$ cat config.mk
export PLATFORM = sky130hd
export DESIGN_NAME = idx_exec_unit
export DESIGN_NICKNAME = d
export VERILOG_FILES = /design/src/rtl/idx_pkg.sv /design/src/rtl/idx_decoder.sv /design/src/rtl/idx_agen.sv /design/src/rtl/idx_alu.sv /design/src/rtl/idx_phase_seq.sv /design/src/rtl/idx_exec_unit.sv
export SDC_FILE = /design/constraint.sdc
export NUM_CORES = 1
export LEC_CHECK = 0
export BUFFER_PORTS_ARGS = -buffer_cell sky130_fd_sc_hd__clkbuf_2
export CORE_MARGIN = 4
export CORE_UTILIZATION = 40
export CTS_CLUSTER_SIZE = 25
export DETAILED_ROUTE_END_ITERATION = 10
export PLACE_DENSITY = 0.61
export SYNTH_ARGS = -nofsm -noshare
export SYNTH_HDL_FRONTEND = slang
export SYNTH_SLANG_ARGS = --single-unit
$ cat constraint.sdc
create_clock -name clk -period 5.5 [get_ports clk]
set_input_delay 0.825 -clock clk [delete_from_list [all_inputs] [get_ports clk]]
set_output_delay 0.825 -clock clk [all_outputs]
set_load 0.03 [all_outputs]
$ cat src/rtl/idx_pkg.sv
package idx_pkg;
  localparam int DATA_W  = 8;
  localparam int ADDR_W  = 12;
  localparam int INSTR_W = 16;
  localparam int OFS_W   = 8;
  localparam int BSEL_W  = $clog2(DATA_W);
  localparam int FLAG_W  = 5;

  typedef enum logic [2:0] {
    PH_IDLE,
    PH_DEC,
    PH_RD,
    PH_PROC,
    PH_WR
  } phase_t;

  typedef enum logic [1:0] {
    OP_ADD,
    OP_BSET,
    OP_FILL,
    OP_BAD
  } op_t;

  typedef struct packed {
    op_t               op;
    logic              to_mem;
    logic [BSEL_W-1:0] bitsel;
    logic [OFS_W-1:0]  ofs;
    logic              bad;
  } dec_t;

  // packed order puts n in bit 4 and c in bit 0
  typedef struct packed {
    logic n;
    logic ov;
    logic z;
    logic dc;
    logic c;
  } flags_t;
endpackage

$ cat src/rtl/idx_decoder.sv
module idx_decoder
  import idx_pkg::*;
#(
  parameter int K_MAX = 95
) (
  input  logic [INSTR_W-1:0] word,
  output dec_t               dec
);
  logic is_add, is_bset, is_fill;

  always_comb begin
    is_add  = (word[15:10] == 6'b001001) && !word[8];
    is_bset = (word[15:12] == 4'b1000) && !word[8];
    is_fill = (word[15:8] == 8'h68);

    dec.ofs    = word[OFS_W-1:0];
    dec.bitsel = word[11:9];
    dec.to_mem = 1'b1;
    dec.op     = OP_BAD;

    if (is_add) begin
      dec.op     = OP_ADD;
      dec.to_mem = word[9];
    end else if (is_bset) begin
      dec.op = OP_BSET;
    end else if (is_fill) begin
      dec.op = OP_FILL;
    end

    dec.bad = (dec.op == OP_BAD) || (int'(dec.ofs) > K_MAX);
  end
endmodule

$ cat src/rtl/idx_agen.sv
module idx_agen
  import idx_pkg::*;
(
  input  logic [ADDR_W-1:0] base,
  input  logic [OFS_W-1:0]  ofs,
  output logic [ADDR_W-1:0] ea
);
  localparam int PAD_W = ADDR_W - OFS_W;

  // unsigned offset, sum truncated to the address width (wraps)
  always_comb begin
    ea = base + {{PAD_W{1'b0}}, ofs};
  end
endmodule

$ cat src/rtl/idx_alu.sv
module idx_alu
  import idx_pkg::*;
(
  input  op_t               op,
  input  logic [BSEL_W-1:0] bitsel,
  input  logic [DATA_W-1:0] w,
  input  logic [DATA_W-1:0] m,
  input  flags_t            flags_in,
  output logic [DATA_W-1:0] result,
  output flags_t            flags_out
);
  localparam int NIB_W = DATA_W / 2;

  logic [DATA_W-1:0] bit_mask;
  logic [DATA_W:0]   full_sum;
  logic [NIB_W:0]    low_sum;

  for (genvar i = 0; i < DATA_W; i++) begin : g_mask
    assign bit_mask[i] = (bitsel == i[BSEL_W-1:0]);
  end

  always_comb begin
    full_sum  = {1'b0, w} + {1'b0, m};
    low_sum   = {1'b0, w[NIB_W-1:0]} + {1'b0, m[NIB_W-1:0]};
    result    = m;
    flags_out = flags_in;

    unique case (op)
      OP_ADD: begin
        result       = full_sum[DATA_W-1:0];
        flags_out.c  = full_sum[DATA_W];
        flags_out.dc = low_sum[NIB_W];
        flags_out.n  = full_sum[DATA_W-1];
        flags_out.z  = (full_sum[DATA_W-1:0] == '0);
        flags_out.ov = (w[DATA_W-1] == m[DATA_W-1]) &&
                       (full_sum[DATA_W-1] != w[DATA_W-1]);
      end
      OP_BSET: result = m | bit_mask;
      OP_FILL: result = '1;
      default: result = m;
    endcase
  end
endmodule

$ cat src/rtl/idx_phase_seq.sv
module idx_phase_seq
  import idx_pkg::*;
(
  input  logic   clk,
  input  logic   rst_n,
  input  logic   in_valid,
  output logic   in_ready,
  output logic   accept,
  output phase_t phase
);
  phase_t next_phase;

  always_comb begin
    in_ready = (phase == PH_IDLE) || (phase == PH_WR);
    accept   = in_valid && in_ready;

    unique case (phase)
      PH_IDLE: next_phase = in_valid ? PH_DEC : PH_IDLE;
      PH_DEC:  next_phase = PH_RD;
      PH_RD:   next_phase = PH_PROC;
      PH_PROC: next_phase = PH_WR;
      PH_WR:   next_phase = in_valid ? PH_DEC : PH_IDLE;
      default: next_phase = PH_IDLE;
    endcase
  end

  always_ff @(posedge clk) begin
    if (!rst_n) phase <= PH_IDLE;
    else        phase <= next_phase;
  end
endmodule

$ cat src/rtl/idx_exec_unit.sv
module idx_exec_unit
  import idx_pkg::*;
#(
  parameter int K_MAX = 95
) (
  input  logic                clk,
  input  logic                rst_n,
  input  logic                instr_valid,
  output logic                instr_ready,
  input  logic [INSTR_W-1:0]  instr_word,
  input  logic                w_load,
  input  logic [DATA_W-1:0]   w_load_val,
  input  logic                base_load,
  input  logic [ADDR_W-1:0]   base_load_val,
  output logic [ADDR_W-1:0]   mem_addr,
  input  logic [DATA_W-1:0]   mem_rdata,
  output logic [DATA_W-1:0]   mem_wdata,
  output logic                mem_we,
  output logic [DATA_W-1:0]   w_out,
  output logic [FLAG_W-1:0]   status_out,
  output logic [ADDR_W-1:0]   base_out,
  output logic                done,
  output logic                illegal
);
  phase_t              phase;
  logic                accept;
  logic [INSTR_W-1:0]  instr_q;
  dec_t                dec_now, dec_q;
  logic [ADDR_W-1:0]   ea_now, ea_q;
  logic [DATA_W-1:0]   rd_q, res_now, res_q;
  flags_t              flg_now, flg_q, status_q;
  logic [DATA_W-1:0]   w_q;
  logic [ADDR_W-1:0]   base_q;
  logic                retire_ok, w_from_add, flags_upd;

  idx_phase_seq u_seq (
    .clk      (clk),
    .rst_n    (rst_n),
    .in_valid (instr_valid),
    .in_ready (instr_ready),
    .accept   (accept),
    .phase    (phase)
  );

  idx_decoder #(.K_MAX(K_MAX)) u_dec (
    .word (instr_q),
    .dec  (dec_now)
  );

  idx_agen u_agen (
    .base (base_q),
    .ofs  (dec_now.ofs),
    .ea   (ea_now)
  );

  idx_alu u_alu (
    .op        (dec_q.op),
    .bitsel    (dec_q.bitsel),
    .w         (w_q),
    .m         (rd_q),
    .flags_in  (status_q),
    .result    (res_now),
    .flags_out (flg_now)
  );

  always_ff @(posedge clk) begin
    if (!rst_n) instr_q <= '0;
    else if (accept) instr_q <= instr_word;
  end

  // per-phase pipeline registers
  always_ff @(posedge clk) begin
    if (!rst_n) begin
      dec_q <= '0;
      ea_q  <= '0;
      rd_q  <= '0;
      res_q <= '0;
      flg_q <= '0;
    end else begin
      unique case (phase)
        PH_DEC: begin
          dec_q <= dec_now;
          ea_q  <= ea_now;
        end
        PH_RD:   rd_q <= mem_rdata;
        PH_PROC: begin
          res_q <= res_now;
          flg_q <= flg_now;
        end
        default: ;
      endcase
    end
  end

  always_comb begin
    retire_ok  = (phase == PH_WR) && !dec_q.bad;
    w_from_add = retire_ok && (dec_q.op == OP_ADD) && !dec_q.to_mem;
    flags_upd  = retire_ok && (dec_q.op == OP_ADD);
  end

  // architectural state
  always_ff @(posedge clk) begin
    if (!rst_n) begin
      w_q      <= '0;
      status_q <= '0;
      base_q   <= '0;
    end else begin
      if (w_from_add)  w_q <= res_q;
      else if (w_load) w_q <= w_load_val;
      if (flags_upd)   status_q <= flg_q;
      if (base_load)   base_q <= base_load_val;
    end
  end

  always_comb begin
    mem_addr   = ea_q;
    mem_wdata  = res_q;
    mem_we     = retire_ok && ((dec_q.op != OP_ADD) || dec_q.to_mem);
    done       = (phase == PH_WR);
    illegal    = done && dec_q.bad;
    w_out      = w_q;
    status_out = status_q;
    base_out   = base_q;
  end
endmodule

==> flow_summary.json <==
{
  "syn-cell-area_mm2": 0.004252,
  "reg2regPathDepth": 8,
  "ys_types": 56,
  "wirelength_um": 10150,
  "crit_path_end_kind": "output pin",
  "startpoint_type": "register",
  "die_h_um": 111.1,
  "ant_nets": 0,
  "holdCritPathClass": "reg -> reg",
  "rows": 37,
  "cts_inserted_buffers": 9,
  "min_period_ns": 2.574,
  "wl_met3_um": 570,
  "period_share_pct": 46.80,
  "critical_path_class": "reg -> out",
  "diodes": 0,
  "clockBufferDepth": 2,
  "timing.rr.end": "flg_q[0]",
  "grt_pass1_vias": 3484,
  "ys_ff_latch": 84,
  "worstSkewPairLatency_ns": 0.35,
  "grt.overflow.total": 0,
  "ioPinCount": 98,
  "p_leak_nw": 2.286,
  "grt_pass1_wl_um": 16940,
  "critPathRequiredTime_ns": 4.68,
  "cp_max_fo": 13,
  "yosys-top-cells-area": "dfxtp_1 (40%), mux2i_1 (7.3%), nand2_1 (6.1%), a21boi_0 (4.9%), nor2b_1 (4.9%)",
  "grt.total_usage_pct": 16.57,
  "power.density_mw_per_mm2": 288.3,
  "dr.pass1.iters": 4,
  "synth-edff-count": 0,
  "tightest_slew_ns": 0.9097,
  "coreArea_mm2": 0.01032,
  "post-cts-setup-buffer-count": 0,
  "m1WireLength_um": 4741,
  "synthFlopType": "dfxtp_1",
  "crit_end": "mem_we",
  "die_w_um": 111.1,
  "yosysWarningCount": 0,
  "dp_cells": 679,
  "clock_sinks": 84,
  "r2r_setup_slack_ns": 3.21,
  "fin_skew_ns": 0.01505,
  "synth_cells": 471,
  "yosys.area.top_type_share_pct": 39.55,
  "syn_avg_cell_area_um2": 9.027,
  "topRoutingLayerUsed": "met4",
  "wire_per_inst_um": 14.64,
  "place_congestion": 0.8395,
  "hold_viol_final": 0,
  "multi_input_area_mm2": 0.002422,
  "drt_iter0_markers": 214,
  "area_growth_pct": 16.95,
  "synth-seq-area-share_pct": 39.55,
  "grt_start_max_net_pins": 55,
  "maxSlewHeadroom_pct": 39.36,
  "via_per_inst": 5.104,
  "final.fill_count": 1006,
  "hpwl_um": 7538,
  "cts_max_level": 3,
  "maxCapViolations": 0,
  "start_util_pct": 41.18,
  "seq_area_mm2": 0.001682,
  "peakVddDrop_uv": 146.8,
  "drc": 0,
  "async_flop_share_pct": 0,
  "portBuffers": 97,
  "yosysTopAreaCell": "dfxtp_1",
  "ctsResizeCount": 0,
  "cp.arrival_ns": 1.75,
  "vias": 3537,
  "antenna_found_initial": 0,
  "cts_tree": "done",
  "nets": 621,
  "rsz0062_at_grt": "no",
  "cp-startpoint": "dec_q[13]",
  "r2r_start": "w_out[0]",
  "die_area_mm2": 0.01234,
  "synth.most_common_cell": "dfxtp_1",
  "synthTopCellsByCount": "dfxtp_1 (84), nand2_1 (69), nor2b_1 (33)",
  "final_layout_size_suffix_gt1_share_pct": 21.72,
  "setup_viol": 0,
  "clock.fmax_mhz": 388.5,
  "syn-num-nets": 538,
  "met2WireLength_um": 4724,
  "drv_slew": 0,
  "fin_setup_tns_ns": 0,
  "cts_hold_buf": 0,
  "status": "completed",
  "stdcell_count": 693,
  "clkTransAtPathRegs_ns": 0.08,
  "root_buffer": "clkbuf_8"
}
## sequential cells by signal (all words and copies together) (netlist names)
register     cells
flg_q            5
base_out        12
mem_wdata        8
w_out            8
mem_addr        12
u_seq.phase      3
dec_q            7
rd_q             8
instr_q         16
status_out       5
## final cells by class
| class | instances | share of cell area [%] |
|---|---|---|
| clock buffer | 11 | 2.642 |
| inverter | 5 | 0.3775 |
| clock inverter | 3 | 0.8052 |
| timing repair buffer | 100 | 10.22 |
| tap | 136 | 3.422 |
| sequential | 84 | 33.82 |
| multi-input combinational | 354 | 48.72 |
## per-stage QoR
step	cell area [um2]	util, %	power, mW	setup WS (ns)	hold WS, ns
finish	4972	48.16	1.434	2.926	0.4679
global route	4972	48.16	1.515	2.797	0.4964
CTS	4972	48.16	1.455	2.880	0.4728
detailed placement	4801	46.50	1.037	3.049	0.4610
global placement	4801	46.50	1.031	3.064	0.4574
floorplan	4252	-	0.9426	3.095	0.4403
## logic make-up after synthesis
family                   Yosys count  synth area share [%]
flip-flops                        84                 39.55
multiplexers                      31                 7.298
adder cells (fa/ha/maj)           18                 5.650
AO/OA/AOI/OAI                    117                 19.54
AND/OR/NAND/NOR                  172                 21.19
buffers and inverters             33                 3.473
XOR/XNOR                          16                 3.296
## power by group
| part | total [mW] | internal (mW) | switching (mW) |
|---|---|---|---|
| combinational | 0.317 | 0.122 | 0.196 |
| clock | 0.412 | 0.204 | 0.208 |
| sequential | 0.704 | 0.655 | 0.0494 |
## worst min path at each step
| stage | startpoint | endpoint | slack (ns) | depth (start not counted) |
|---|---|---|---|---|
| after floorplan | flg_q[4] | flg_q[4] | 0.44 | 2 |
| after global placement | instr_q[2] | instr_q[2] | 0.46 | 2 |
| after detailed placement | mem_addr[11] | mem_addr[11] | 0.46 | 2 |
| after CTS | flg_q[4] | flg_q[4] | 0.47 | 2 |
| after global routing | instr_q[2] | instr_q[2] | 0.50 | 2 |
| final | flg_q[4] | flg_q[4] | 0.47 | 2 |
## critical path, stage by stage, from the launching register on
cell	delay, ns
dfxtp_1	0.59
or2_2	0.34
o21ai_0	0.11
nor2_1	0.13
clkbuf_2	0.22
## cells in the final DEF (no fill, tap or decap), types with 4 or more instances in the layout
cell type / n
nand2b_1: 4
dfxtp_1: 84
nand2_1: 69
clkbuf_2: 97
mux2i_1: 31
nor3b_1: 5
o211ai_1: 7
nor2_1: 20
inv_1: 5
nand3_1: 9
a21boi_0: 28
o211a_1: 11
a21o_1: 4
ha_1: 16
clkbuf_8: 9
a31oi_1: 4
and2_1: 7
xor2_1: 9
o21ai_0: 22
nor2b_1: 33
a21oi_1: 22
xnor2_1: 7
## per-layer routing
layer | track usage [%] | vias up
met5 | 0 | -
met4 | 5.191 | 0
met3 | 3.712 | 10
met2 | 27.35 | 87
met1 | 21.60 | 1624
li1 | - | 1816
No activity file was read; power rests on OpenSTA's default activity.
